$ cat src/rtl/sof_cal_pkg.sv
package sof_cal_pkg;

    localparam int NUM_THR = 8;
    localparam int NUM_BKT = NUM_THR + 1;
    localparam int BKT_W   = $clog2(NUM_BKT);
    localparam int OPQ_W   = 3;   // stored form: {down, type[1:0]}

    // register addresses
    localparam int A_THR0        = 0;
    localparam int A_OP0         = A_THR0 + NUM_THR;
    localparam int A_CTRL        = A_OP0 + NUM_BKT;
    localparam int A_INIT_FINE   = A_CTRL + 1;
    localparam int A_INIT_COARSE = A_CTRL + 2;
    localparam int A_INT_EN      = A_CTRL + 3;
    localparam int A_INT_ST      = A_CTRL + 4;
    localparam int A_SYNC        = A_CTRL + 5;
    localparam int A_ACT_FINE    = A_CTRL + 6;

    // bit positions
    localparam int CTRL_EN_BIT   = 0;
    localparam int CTRL_STOP_BIT = 2;
    localparam int CTRL_SRC_BIT  = 3;
    localparam int INT_UNF_BIT   = 2;
    localparam int INT_OVF_BIT   = 3;
    localparam int OP_DOWN_BIT   = 4;

    typedef enum logic [1:0] {
        OP_NOP = 2'd0,
        OP_BIN = 2'd1,
        OP_ADD = 2'd2,
        OP_SUB = 2'd3
    } op_t;

    typedef enum logic [1:0] {
        ST_IDLE = 2'd0,
        ST_ARM  = 2'd1,
        ST_MEAS = 2'd2,
        ST_HALT = 2'd3
    } cal_state_t;

    // reset threshold i as a fraction of the nominal count
    function automatic longint default_thr(input int idx, input longint target);
        case (idx)
            0:       return target * 70 / 100;
            1:       return target * 80 / 100;
            2:       return target * 90 / 100;
            3:       return target * 998750 / 1000000;
            4:       return target;
            5:       return target * 1001250 / 1000000;
            6:       return target * 110 / 100;
            default: return target * 120 / 100;
        endcase
    endfunction

    // reset operation of bucket i, stored as {down, type}
    function automatic logic [OPQ_W-1:0] default_op(input int idx);
        case (idx)
            1, 2:    return {1'b1, OP_BIN};
            3:       return {1'b0, OP_SUB};
            6:       return {1'b0, OP_ADD};
            7, 8:    return {1'b0, OP_BIN};
            default: return {1'b0, OP_NOP};
        endcase
    endfunction

endpackage

$ cat src/rtl/sof_cal_regs.sv
module sof_cal_regs
    import sof_cal_pkg::*;
#(
    parameter int ADDR_W   = 5,
    parameter int DATA_W   = 16,
    parameter int CNT_W    = 16,
    parameter int TRIM_W   = 5,
    parameter int COARSE_W = 8,
    parameter int TARGET   = 24000
) (
    input  logic                             clk,
    input  logic                             rst_n,
    input  logic                             cfg_we,
    input  logic [ADDR_W-1:0]                cfg_addr,
    input  logic [DATA_W-1:0]                cfg_wdata,
    output logic [DATA_W-1:0]                cfg_rdata,
    input  logic [TRIM_W-1:0]                eng_fine,
    input  logic                             unf_evt,
    input  logic                             ovf_evt,
    output logic [NUM_THR-1:0][CNT_W-1:0]    thr,
    output logic [NUM_BKT-1:0][OPQ_W-1:0]    ops,
    output logic                             ctrl_en,
    output logic                             ctrl_stop,
    output logic                             ctrl_src,
    output logic [TRIM_W-1:0]                init_fine,
    output logic [COARSE_W-1:0]              act_coarse,
    output logic                             sync_pulse,
    output logic                             st_unf,
    output logic                             st_ovf,
    output logic                             irq_unf,
    output logic                             irq_ovf
);

    localparam logic [TRIM_W-1:0] FINE_RST = TRIM_W'(1 << (TRIM_W - 1));

    logic [COARSE_W-1:0] init_coarse;
    logic                en_unf, en_ovf;
    logic                wr_ctrl, wr_ifine, wr_icoarse, wr_ien, wr_ist;

    assign wr_ctrl    = cfg_we && (cfg_addr == ADDR_W'(A_CTRL));
    assign wr_ifine   = cfg_we && (cfg_addr == ADDR_W'(A_INIT_FINE));
    assign wr_icoarse = cfg_we && (cfg_addr == ADDR_W'(A_INIT_COARSE));
    assign wr_ien     = cfg_we && (cfg_addr == ADDR_W'(A_INT_EN));
    assign wr_ist     = cfg_we && (cfg_addr == ADDR_W'(A_INT_ST));
    assign sync_pulse = cfg_we && (cfg_addr == ADDR_W'(A_SYNC));

    // threshold and bucket-operation tables
    always_ff @(posedge clk or negedge rst_n) begin
        if (!rst_n) begin
            for (int i = 0; i < NUM_THR; i++)
                thr[i] <= CNT_W'(default_thr(i, longint'(TARGET)));
            for (int i = 0; i < NUM_BKT; i++)
                ops[i] <= default_op(i);
        end else if (cfg_we) begin
            for (int i = 0; i < NUM_THR; i++)
                if (cfg_addr == ADDR_W'(A_THR0 + i))
                    thr[i] <= cfg_wdata[CNT_W-1:0];
            for (int i = 0; i < NUM_BKT; i++)
                if (cfg_addr == ADDR_W'(A_OP0 + i))
                    ops[i] <= {cfg_wdata[OP_DOWN_BIT], cfg_wdata[1:0]};
        end
    end

    // control, initial trims and interrupt enables
    always_ff @(posedge clk or negedge rst_n) begin
        if (!rst_n) begin
            ctrl_en     <= 1'b0;
            ctrl_stop   <= 1'b0;
            ctrl_src    <= 1'b0;
            init_fine   <= FINE_RST;
            init_coarse <= '0;
            act_coarse  <= '0;
            en_unf      <= 1'b0;
            en_ovf      <= 1'b0;
        end else begin
            if (wr_ctrl) begin
                ctrl_en   <= cfg_wdata[CTRL_EN_BIT];
                ctrl_stop <= cfg_wdata[CTRL_STOP_BIT];
                ctrl_src  <= cfg_wdata[CTRL_SRC_BIT];
            end
            if (wr_ifine)   init_fine   <= cfg_wdata[TRIM_W-1:0];
            if (wr_icoarse) init_coarse <= cfg_wdata[COARSE_W-1:0];
            if (sync_pulse) act_coarse  <= init_coarse;
            if (wr_ien) begin
                en_unf <= cfg_wdata[INT_UNF_BIT];
                en_ovf <= cfg_wdata[INT_OVF_BIT];
            end
        end
    end

    // sticky status, set has priority over write-one-to-clear
    always_ff @(posedge clk or negedge rst_n) begin
        if (!rst_n) begin
            st_unf <= 1'b0;
            st_ovf <= 1'b0;
        end else begin
            if (unf_evt)
                st_unf <= 1'b1;
            else if (wr_ist && cfg_wdata[INT_UNF_BIT])
                st_unf <= 1'b0;
            if (ovf_evt)
                st_ovf <= 1'b1;
            else if (wr_ist && cfg_wdata[INT_OVF_BIT])
                st_ovf <= 1'b0;
        end
    end

    assign irq_unf = st_unf & en_unf;
    assign irq_ovf = st_ovf & en_ovf;

    // read mux
    always_comb begin
        cfg_rdata = '0;
        for (int i = 0; i < NUM_THR; i++)
            if (cfg_addr == ADDR_W'(A_THR0 + i))
                cfg_rdata = DATA_W'(thr[i]);
        for (int i = 0; i < NUM_BKT; i++)
            if (cfg_addr == ADDR_W'(A_OP0 + i)) begin
                cfg_rdata[OP_DOWN_BIT] = ops[i][2];
                cfg_rdata[1:0]         = ops[i][1:0];
            end
        if (cfg_addr == ADDR_W'(A_CTRL)) begin
            cfg_rdata[CTRL_EN_BIT]   = ctrl_en;
            cfg_rdata[CTRL_STOP_BIT] = ctrl_stop;
            cfg_rdata[CTRL_SRC_BIT]  = ctrl_src;
        end
        if (cfg_addr == ADDR_W'(A_INIT_FINE))   cfg_rdata = DATA_W'(init_fine);
        if (cfg_addr == ADDR_W'(A_INIT_COARSE)) cfg_rdata = DATA_W'(init_coarse);
        if (cfg_addr == ADDR_W'(A_INT_EN)) begin
            cfg_rdata[INT_UNF_BIT] = en_unf;
            cfg_rdata[INT_OVF_BIT] = en_ovf;
        end
        if (cfg_addr == ADDR_W'(A_INT_ST)) begin
            cfg_rdata[INT_UNF_BIT] = st_unf;
            cfg_rdata[INT_OVF_BIT] = st_ovf;
        end
        if (cfg_addr == ADDR_W'(A_ACT_FINE))    cfg_rdata = DATA_W'(eng_fine);
    end

endmodule

$ cat src/rtl/sof_cal_classify.sv
module sof_cal_classify
    import sof_cal_pkg::*;
#(
    parameter int CNT_W = 16
) (
    input  logic [CNT_W-1:0]              cnt,
    input  logic [NUM_THR-1:0][CNT_W-1:0] thr,
    output logic [BKT_W-1:0]              bucket
);

    logic [NUM_THR-1:0] at_or_above;

    // one comparator per threshold
    for (genvar g = 0; g < NUM_THR; g++) begin : g_cmp
        assign at_or_above[g] = (cnt >= thr[g]);
    end

    // ascending thresholds: bucket = thresholds passed
    always_comb begin
        bucket = '0;
        for (int i = 0; i < NUM_THR; i++)
            bucket = bucket + BKT_W'(at_or_above[i]);
    end

endmodule

$ cat src/rtl/sof_cal_trim.sv
module sof_cal_trim
    import sof_cal_pkg::*;
#(
    parameter int TRIM_W = 5
) (
    input  logic              clk,
    input  logic              rst_n,
    input  logic              hold_step,
    input  logic              apply,
    input  op_t               op_type,
    input  logic              op_down,
    input  logic              sync,
    input  logic [TRIM_W-1:0] init_fine,
    output logic [TRIM_W-1:0] fine,
    output logic [TRIM_W-1:0] step,
    output logic              unf_evt,
    output logic              ovf_evt
);

    localparam logic [TRIM_W-1:0] STEP_INIT = TRIM_W'(1 << (TRIM_W - 1));
    localparam logic [TRIM_W-1:0] FINE_MAX  = '1;
    localparam logic [TRIM_W-1:0] ONE       = TRIM_W'(1);

    logic              want_up, want_dn, is_bin, live;
    logic [TRIM_W-1:0] amount;
    logic [TRIM_W:0]   up_sum;
    logic [TRIM_W-1:0] fine_nxt;

    assign live = apply && !sync;

    always_comb begin
        want_up = 1'b0;
        want_dn = 1'b0;
        is_bin  = 1'b0;
        amount  = ONE;
        unique case (op_type)
            OP_NOP: ;
            OP_BIN: begin
                is_bin  = 1'b1;
                amount  = step;
                want_up = !op_down;
                want_dn = op_down;
            end
            OP_ADD: want_up = 1'b1;
            OP_SUB: want_dn = 1'b1;
        endcase
    end

    assign up_sum = {1'b0, fine} + {1'b0, amount};

    always_comb begin
        fine_nxt = fine;
        if (want_up)
            fine_nxt = (up_sum > {1'b0, FINE_MAX}) ? FINE_MAX : up_sum[TRIM_W-1:0];
        else if (want_dn)
            fine_nxt = (amount > fine) ? '0 : fine - amount;
    end

    assign unf_evt = live && want_dn && (fine == '0);
    assign ovf_evt = live && want_up && (fine == FINE_MAX);

    always_ff @(posedge clk or negedge rst_n) begin
        if (!rst_n) begin
            fine <= '0;
            step <= STEP_INIT;
        end else if (sync) begin
            fine <= init_fine;
            step <= STEP_INIT;
        end else if (hold_step) begin
            step <= STEP_INIT;
        end else if (apply) begin
            fine <= fine_nxt;
            if (is_bin)
                step <= (step > ONE) ? (step >> 1) : ONE;
        end
    end

endmodule

$ cat src/rtl/sof_trim_cal.sv
module sof_trim_cal
    import sof_cal_pkg::*;
#(
    parameter int ADDR_W   = 5,
    parameter int DATA_W   = 16,
    parameter int CNT_W    = 16,
    parameter int TRIM_W   = 5,
    parameter int COARSE_W = 8,
    parameter int TARGET   = 24000
) (
    input  logic                clk,
    input  logic                rst_n,
    input  logic                cfg_we,
    input  logic [ADDR_W-1:0]   cfg_addr,
    input  logic [DATA_W-1:0]   cfg_wdata,
    output logic [DATA_W-1:0]   cfg_rdata,
    input  logic                sof_in,
    output logic [TRIM_W-1:0]   fine_trim,
    output logic [COARSE_W-1:0] coarse_trim,
    output logic                irq_underrun,
    output logic                irq_overflow
);

    localparam logic [CNT_W-1:0] CNT_MAX = '1;
    localparam logic [CNT_W-1:0] CNT_ONE = CNT_W'(1);

    cal_state_t state, state_nxt;

    logic [NUM_THR-1:0][CNT_W-1:0] thr;
    logic [NUM_BKT-1:0][OPQ_W-1:0] ops;
    logic                ctrl_en, ctrl_stop, ctrl_src, sync_pulse;
    logic [TRIM_W-1:0]   init_fine, eng_fine, step;
    logic                unf_evt, ovf_evt, st_unf, st_ovf;
    logic [CNT_W-1:0]    cnt;
    logic [BKT_W-1:0]    bucket;
    logic [OPQ_W-1:0]    op_sel;
    op_t                 op_type;
    logic                apply, nop_hit;

    sof_cal_regs #(
        .ADDR_W(ADDR_W), .DATA_W(DATA_W), .CNT_W(CNT_W),
        .TRIM_W(TRIM_W), .COARSE_W(COARSE_W), .TARGET(TARGET)
    ) u_regs (
        .clk        (clk),
        .rst_n      (rst_n),
        .cfg_we     (cfg_we),
        .cfg_addr   (cfg_addr),
        .cfg_wdata  (cfg_wdata),
        .cfg_rdata  (cfg_rdata),
        .eng_fine   (eng_fine),
        .unf_evt    (unf_evt),
        .ovf_evt    (ovf_evt),
        .thr        (thr),
        .ops        (ops),
        .ctrl_en    (ctrl_en),
        .ctrl_stop  (ctrl_stop),
        .ctrl_src   (ctrl_src),
        .init_fine  (init_fine),
        .act_coarse (coarse_trim),
        .sync_pulse (sync_pulse),
        .st_unf     (st_unf),
        .st_ovf     (st_ovf),
        .irq_unf    (irq_underrun),
        .irq_ovf    (irq_overflow)
    );

    sof_cal_classify #(.CNT_W(CNT_W)) u_cls (
        .cnt    (cnt),
        .thr    (thr),
        .bucket (bucket)
    );

    assign op_sel  = ops[bucket];
    assign op_type = op_t'(op_sel[1:0]);
    assign apply   = (state == ST_MEAS) && sof_in;
    assign nop_hit = apply && !sync_pulse && (op_type == OP_NOP);

    sof_cal_trim #(.TRIM_W(TRIM_W)) u_trim (
        .clk       (clk),
        .rst_n     (rst_n),
        .hold_step (state == ST_IDLE),
        .apply     (apply),
        .op_type   (op_type),
        .op_down   (op_sel[2]),
        .sync      (sync_pulse),
        .init_fine (init_fine),
        .fine      (eng_fine),
        .step      (step),
        .unf_evt   (unf_evt),
        .ovf_evt   (ovf_evt)
    );

    // state register
    always_ff @(posedge clk or negedge rst_n) begin
        if (!rst_n) state <= ST_IDLE;
        else        state <= state_nxt;
    end

    // transitions
    always_comb begin
        state_nxt = state;
        unique case (state)
            ST_IDLE: if (ctrl_en) state_nxt = ST_ARM;
            ST_ARM:  if (!ctrl_en) state_nxt = ST_IDLE;
                     else if (sof_in) state_nxt = ST_MEAS;
            ST_MEAS: if (!ctrl_en) state_nxt = ST_IDLE;
                     else if (nop_hit && ctrl_stop) state_nxt = ST_HALT;
            ST_HALT: if (!ctrl_en) state_nxt = ST_IDLE;
        endcase
    end

    // outputs: period counter and trim selection
    always_ff @(posedge clk or negedge rst_n) begin
        if (!rst_n) begin
            cnt <= '0;
        end else begin
            unique case (state)
                ST_ARM:  if (sof_in) cnt <= CNT_ONE;
                ST_MEAS: if (sof_in) cnt <= CNT_ONE;
                         else if (cnt != CNT_MAX) cnt <= cnt + CNT_ONE;
                ST_IDLE, ST_HALT: cnt <= '0;
            endcase
        end
    end

    assign fine_trim = ctrl_src ? eng_fine : init_fine;

endmodule

$ cat config.mk
export PLATFORM = sky130hd
export DESIGN_NAME = sof_trim_cal
export DESIGN_NICKNAME = d
export VERILOG_FILES = /design/src/rtl/sof_cal_pkg.sv /design/src/rtl/sof_cal_regs.sv /design/src/rtl/sof_cal_classify.sv /design/src/rtl/sof_cal_trim.sv /design/src/rtl/sof_trim_cal.sv
export SDC_FILE = /design/constraint.sdc
export NUM_CORES = 1
export LEC_CHECK = 0
export CAP_MARGIN = 20
export CORE_ASPECT_RATIO = 1.25
export CORE_MARGIN = 2
export CORE_UTILIZATION = 55
export CTS_CLUSTER_DIAMETER = 120
export DETAILED_ROUTE_END_ITERATION = 6
export PLACE_DENSITY_LB_ADDON = 0.3
export SETUP_SLACK_MARGIN = 0.3
export SYNTH_ARGS = -nofsm -noshare
export SYNTH_HDL_FRONTEND = slang
export SYNTH_HIERARCHICAL = 1
export SYNTH_SLANG_ARGS = --single-unit
$ cat constraint.sdc
create_clock -name clk -period 7.85 [get_ports clk]
set_input_delay 2.355 -clock clk [delete_from_list [all_inputs] [get_ports clk]]
set_output_delay 2.355 -clock clk [all_outputs]
set_load 0.02 [all_outputs]
* Word-level counts from Yosys, hierarchy flattened
Index checks and enable logic that the tools add are counted.
** Cells by class
- Mux-type cells :: 67
- Shift-type cells :: 0
- $lt $le $gt $ge :: 12
- Reductions and logical operators :: 50
- Bitwise operators :: 2
- Multiply operators :: 0
- Eq/ne operators :: 38
- Div/mod/pow operators :: 0
- Add/sub/neg operators :: 10
** Operators by type and width (number)
- two-way mux 16 bit :: 14
- >= comparator 16 bit :: 8
- two-way mux 5 bit :: 13
- case mux 16 bit (3 select lines) :: 1
- equality test 5 bit, second input constant :: 9
- equality test 5 x 4 -> 1 bit, second input constant :: 8
- AND reduction 2 bit :: 19
- two-way mux 2 bit :: 18
- adder 4 x 1 -> 4 bit :: 6
- equality test 5 x 3 -> 1 bit, second input constant :: 4
- adder 16 x 1 -> 16 bit, second input constant :: 1
- logical AND 1 bit :: 16
- != test 16 bit, second input constant :: 1
- two-way mux 1 bit :: 15
- binary-select mux 3 bit (select 4 bit) :: 1
- equality test 5 x 2 -> 1 bit, second input constant :: 2
- zero test 5 bit :: 2
- nonzero test 3 bit :: 3
- equality test 2 bit, second input constant :: 4
- != test 2 bit, second input constant :: 4
- case mux 2 bit (4 select lines) :: 1
- adder 5 x 5 -> 6 bit :: 1
- > comparator 6 x 5 -> 1 bit, second input constant :: 1
- != test 3 bit, second input constant :: 2
- 18 further kinds :: 25
** Storage, ports and cells
- Bits of input ports :: 25
- Bits in registers :: 211
- Logic and storage cells :: 210
- Bits in writable memories :: 0
- Memories :: 0
- ROM bits :: 0
- Bits in latches :: 0
- Output and inout bits :: 31

* Depth between registers and ports, before layout
- Depth after elaboration :: 24
- Mapped depth :: 29

* Hierarchy
Netlist, hierarchy kept.
** By module, submodules not included
- sof_cal_regs :: cells each 686, area each 8926.1 um^2, times used 1
- sof_cal_classify :: cells each 442, area each 3289.4 um^2, times used 1
- sof_trim_cal :: cells each 142, area each 1297.5 um^2, times used 1
- sof_cal_trim :: cells each 132, area each 1114.8 um^2, times used 1

* Worst setup path after synthesis
OpenSTA, ideal clock, no wires.
- Path kind :: register to register
- Start point :: register cnt[0]
- End point :: register u_trim.fine[4]
- Slack :: 1162 ps
- Arrival time :: 6561 ps
- Required time :: 7723 ps
- Stages on the path, launching flop included :: 29
- Cells stage by stage :: dfrtp_1 > inv_1 > ha_1 > nand2b_1 > a2111oi_0 > nor4b_1 > nor4_2 > fa_1 > fa_1 > fa_1 > inv_1 > ha_1 > inv_1 > fa_1 > inv_1 > mux4_2 > nor2_1 > or3_1 > nand2_1 > ha_1 > buf_2 > nand2b_1 > ha_1 > fa_1 > nand3b_1 > and3_1 > o311a_1 > a2111oi_2 > o21ai_1
** On the way
- Cells in the longest elaborated chain, start to end :: 19
- Elaborated cells on any way between the ends :: 37
- Those cells by class :: add/sub (9); order compare (10); eq/ne (3); mux (12); reduce/logical (3)
** Ends and longest elaborated chain
- from (decl) :: line sof_trim_cal.sv:34 : logic [CNT_W-1:0] cnt;
- from (signal assigned) :: line sof_trim_cal.sv:120 : else if (cnt != CNT_MAX) cnt <= cnt + CNT_ONE;
- >= comparator 16 bit :: line sof_cal_classify.sv:15 : assign at_or_above[g] = (cnt >= thr[g]);
- adder 1 x 1 -> 2 bit :: line sof_cal_classify.sv:22 : bucket = bucket + BKT_W'(at_or_above[i]);
- adder 4 x 1 -> 4 bit (5 in series) :: line sof_cal_classify.sv:22
- adder 4 x 1 -> 4 bit * :: line sof_cal_classify.sv:22
- via bucket[1] :: line sof_trim_cal.sv:35 : logic [BKT_W-1:0] bucket;
- binary-select mux 3 bit (select 4 bit) * :: line sof_trim_cal.sv:73 : assign op_sel = ops[bucket];
- two-way mux 3 bit (not written as such) * :: line sof_trim_cal.sv:73
- via op_sel[0] :: line sof_trim_cal.sv:36 : logic [OPQ_W-1:0] op_sel;
- equality test 2 x 1 -> 1 bit :: line sof_cal_trim.sv:36 : unique case (op_type)
- two-way mux 5 bit :: line sof_cal_trim.sv:36
- adder 5 x 5 -> 6 bit (tied with other cells) :: line sof_cal_trim.sv:49 : assign up_sum = {1'b0, fine} + {1'b0, amount};
- > comparator 6 x 5 -> 1 bit or two-way mux 5 bit (tied branches) :: line sof_cal_trim.sv:54, sof_cal_trim.sv:56
- two-way mux 5 bit, on equally long branches :: line sof_cal_trim.sv:54, sof_cal_trim.sv:55
- two-way mux 5 bit :: line sof_cal_trim.sv:53 : if (want_up)
- two-way mux 5 bit :: line sof_cal_trim.sv:71 : end else if (apply) begin
- two-way mux 5 bit :: line sof_cal_trim.sv:69 : end else if (hold_step) begin
- two-way mux 5 bit :: line sof_cal_trim.sv:66 : end else if (sync) begin
- to (signal assigned) :: line sof_cal_trim.sv:67 : fine <= init_fine;
- to (signal assigned) :: line sof_cal_trim.sv:72 : fine <= fine_nxt;
- to (decl) :: line sof_cal_trim.sv:14 : output logic [TRIM_W-1:0] fine,
The timed path passes the listed nets; every way through them passes the cells marked *. The select of a mux whose other input is x is not followed.
A chain may end at the register's enable or synchronous reset.

* Final worst setup path
- Start point :: input cfg_addr[4]
- End point :: output cfg_rdata[11]
** On the way
- Cells in the longest elaborated chain, start to end :: 12
- Elaborated cells on any way between the ends :: 22
- Those cells by class :: eq/ne (10); mux (11); reduce/logical (1)
** Ends and longest elaborated chain
- from (decl) :: line sof_trim_cal.sv:14 : input logic [ADDR_W-1:0] cfg_addr,
- zero test 5 bit :: line sof_cal_regs.sv:115 : if (cfg_addr == ADDR_W'(A_THR0 + i))
- two-way mux 16 bit (8 in series) :: line sof_cal_regs.sv:115
- two-way mux 16 bit :: line sof_cal_regs.sv:127 : if (cfg_addr == ADDR_W'(A_INIT_FINE)) cfg_rdata = DATA_W'(init_fine);
- two-way mux 16 bit :: line sof_cal_regs.sv:128 : if (cfg_addr == ADDR_W'(A_INIT_COARSE)) cfg_rdata = DATA_W'(init_coarse);
- two-way mux 16 bit * :: line sof_cal_regs.sv:137 : if (cfg_addr == ADDR_W'(A_ACT_FINE)) cfg_rdata = DATA_W'(eng_fine);
- to (decl) :: line sof_trim_cal.sv:16 : output logic [DATA_W-1:0] cfg_rdata,
Mark *: on every way between the ends. The rest lies on a longest branch, timed or not.

==> results.toml <==
[run_status]
status = "finished, final reports clean"

[pwr]
p_leak_nw = 7.607
power_density_nw_per_um2 = 230.5
total_power_mw = 3.788
peakVddDrop_v = 0.0002002

[clocking]
cts_root_buf = "clkbuf_16"
clock_latency_ns = 0.53
path_clk_slew_ns = 0.06
clock_path_buffers = 3
cts_tree = "built"
cts.sinks = 211
cts_made_buffers = 24
cts_max_level = 1

[worst_setup_path]
reg2reg_from = "u_regs/thr[14]"
path_delay_family = "buffers and inverters"
worstRegToRegCells = 29
r2r_slack_ns = 0.62
worstPathCellList = "clkdlybuf4s50_1 -> nand4bb_1 -> nand2b_1 -> nor2_1 -> a21oi_1 -> a221o_1 -> clkdlybuf4s50_1"
reg2reg_to = "u_trim/fine[4]"
slowest_stage = "clkdlybuf4s50_1"
cp.arrival_ns = 5.06
critPathMaxStageDelay_ns = 0.67
path_max_fanout = 14
end_kind = "output pin"
critical_path_class = "in -> out"
startpoint_type = "primary input"
cp_common_cell = "clkdlybuf4s50_1"
cp_data_required_time_ns = 5.50
critPathBufInv = 2

[hold_path]
worstHoldStart = "u_regs/act_coarse[1]"
hold_path.class = "reg -> reg"
holdPathStages = 1
holdPathEnd = "u_regs/act_coarse[1]"

[routing]
drt_iter0_markers = 850
routed_wl_um = 41410
drc = 0
ant_nets = 0
firstDrtPassIters = 7
vias = 11380
wire_per_inst_um = 22.69
route.detailed.vias_per_inst = 6.234

[final_layout]
syn2layout_area_growth_pct = 12.36
antenna_cells = 0
drive_gt1_share_pct = 25.72
nFillCells = 2140
nNetsFinal = 1645

[timing]
finalSetupViolCount = 0
whs_ns = 0.5078
max_slew_margin_pct = 34.69
finalHoldViolCount = 0
finClkSkew_ns = 0.009079
finalCritPeriodShare_pct = 94.49
rsz0062_at_grt = "no"
fmax_mhz = 134.8
tns_ns = 0
worstMarginPinSlew_ns = 0.9765
min_period_ns = 7.417
drv_slew = 0

[floorplanning]
die_area_um2 = 27920
rows = 66
die_w_um = 149.9
initial_core_util_pct = 56.06
core_area_um2 = 26100
die_y_um = 186.3
pin_count = 56

[logic_synthesis]
ys_types = 91
ys_seq_area_share_pct = 36.61
syn_area_um2 = 14630
synthCells = 1402
async_flop_share_pct = 100.0
ys.flop_type = "dfrtp_1"
synth_seq_cells = 211
synth_edf_count = 0
synth_warnings = 6
synth_area_per_cell_um2 = 10.43
synth_fp_nets = 1580

[placement]
place_congestion = 0.9696
portBuffers = 55
place_hpwl_um = 30910

[global_route]
antenna_found_initial = 0
grt_max_degree = 123
grt_overflow = 0
grt_pass1_vias = 11590
grt_pass1_wl_um = 64070
gr-usage-all-layers_pct = 29.42

[run]
max_cap_violations = 0
==> area by class of cell <==
cell class	instances	area [um^2]	share of cell area (%)
clock buffer	32	691.9	4.210
multi-input combinational	976	8347	50.78
clock inverter	12	172.7	1.051
inverter	159	600.6	3.654
sequential	211	5355	32.58
timing repair buffer	95	843.3	5.131
tap	340	425.4	2.588
==> flip-flops by register name, summed over array words and instances (netlist names) <==
| register | count |
|---|---|
| u_regs/thr | 128 |
| u_regs/ops | 27 |
| cnt | 16 |
| u_regs/act_coarse | 8 |
| u_regs/init_coarse | 8 |
| u_regs/init_fine | 5 |
| u_trim/fine | 5 |
| u_trim/step | 5 |
| state | 2 |
| u_regs/ctrl_en | 1 |
| u_regs/ctrl_src | 1 |
| u_regs/ctrl_stop | 1 |
| u_regs/en_ovf | 1 |
| u_regs/en_unf | 1 |
| u_regs/st_ovf | 1 |
| u_regs/st_unf | 1 |
==> cell usage in the layout, fill, tap and decap left out, types with 19 or more instances in the layout <==
master	count
mux2_2	182
inv_1	156
dfrtp_1	151
ha_1	147
a21oi_1	81
nand2_1	71
nor2_1	63
dfstp_2	60
clkdlybuf4s50_1	50
mux2i_1	42
buf_4	40
o21ai_0	35
nand3_1	35
clkbuf_16	25
nand4_1	24
o22ai_1	19
==> cell usage after synthesis, types with 4 or more instances <==
library cell / instances / area, um^2
nand3_1: 35 / 175.2
a221o_1: 7 / 70.07
or3_1: 7 / 43.79
mux2i_1: 42 / 420.4
or4_1: 4 / 30.03
buf_6: 8 / 90.09
mux4_2: 8 / 180.2
nor4_1: 9 / 56.30
nand2_1: 71 / 266.5
nor2_1: 63 / 236.5
mux2_2: 182 / 2049
a211oi_1: 4 / 30.03
nor2b_1: 13 / 81.33
o21ai_0: 35 / 175.2
a21o_1: 16 / 120.1
a22oi_1: 7 / 52.55
a2bb2oi_1: 4 / 35.03
o22ai_1: 19 / 118.9
xnor2_1: 8 / 70.07
buf_2: 27 / 135.1
a21oi_1: 81 / 405.4
a31oi_1: 5 / 31.28
dfrtp_1: 151 / 3779
nand4_1: 24 / 150.1
clkbuf_1: 9 / 33.78
and3_1: 6 / 37.54
o211ai_1: 6 / 45.04
mux2_4: 10 / 150.1
nor3_1: 16 / 80.08
dfstp_2: 60 / 1577
buf_4: 8 / 60.06
a2111oi_2: 5 / 75.07
nand2b_1: 15 / 93.84
nand2_2: 5 / 31.28
fa_1: 6 / 120.1
o21a_1: 11 / 82.58
ha_1: 147 / 1839
a22o_1: 7 / 61.31
nor4b_1: 7 / 61.31
inv_1: 158 / 593.1
==> per-stage QoR <==
| stage | setup slack [ns] | cell area, um^2 | instances | util (%) |
|---|---|---|---|---|
| after CTS | 0.4294 | 16400 | 1823 | 62.84 |
| final | 0.4327 | 16440 | 1825 | 62.98 |
| after floorplan | 1.162 | 14630 | 1402 | - |
| after global routing | 0.3024 | 16440 | 1825 | 62.98 |
| after global placement | 0.4576 | 15530 | 1779 | 59.53 |
| after detailed placement | 0.4216 | 15530 | 1779 | 59.53 |
==> power breakdown <==
group / internal (mW) / switching, mW / leakage (nW) / total [mW]
combinational: 0.499 / 0.548 / 4.60 / 1.05
sequential: 1.32 / 0.195 / 2.59 / 1.52
clock: 0.751 / 0.469 / 0.421 / 1.22
total: 2.58 / 1.21 / 7.61 / 3.79
==> how the worst max path moves through the flow <==
stage                           start             end  slack, ns  cells after the start
after floorplan                cnt[0]  u_trim/fine[4]       1.16                     28
after global placement    cfg_addr[4]    cfg_rdata[9]       0.46                      7
after detailed placement       cnt[0]  u_trim/fine[4]       0.42                     28
after CTS                 cfg_addr[4]   cfg_rdata[13]       0.43                      7
after global routing      cfg_addr[4]    cfg_rdata[6]       0.30                      6
final                     cfg_addr[4]   cfg_rdata[11]       0.43                      7
==> repair_timing <==
item                                    CTS  global route
endpoints found under the setup margin    0             9
resized for setup                         0             6
setup buffers                             0             2
endpoints found under the hold margin     0             0
hold buffers                              0             0
==> per-layer routing <==
metal  global-route usage, %  vias up  part of all wire [%]  wire, um
met5                       0        -                     0         0
met1                   36.05     5580                    39     16050
met3                   3.399      130                   5.7      2353
li1                        -     5210                     -         -
met2                   50.83      457                    50     20760
met4                   14.70        0                   5.4      2247
==> cell families (layout without fill, tap and decap cells) <==
group                    Yosys count  in the layout  share of synthesized area (%)
flip-flops                       211            211                          36.61
AO/OA/AOI/OAI                    263            263                          12.39
buffers and inverters            215            298                          6.441
XOR/XNOR                          11             11                         0.6587
adder cells (fa/ha/maj)          153            153                          13.39
AND/OR/NAND/NOR                  307            307                          11.37
multiplexers                     242            242                          19.14
No activity file was read; power rests on OpenSTA's default activity.
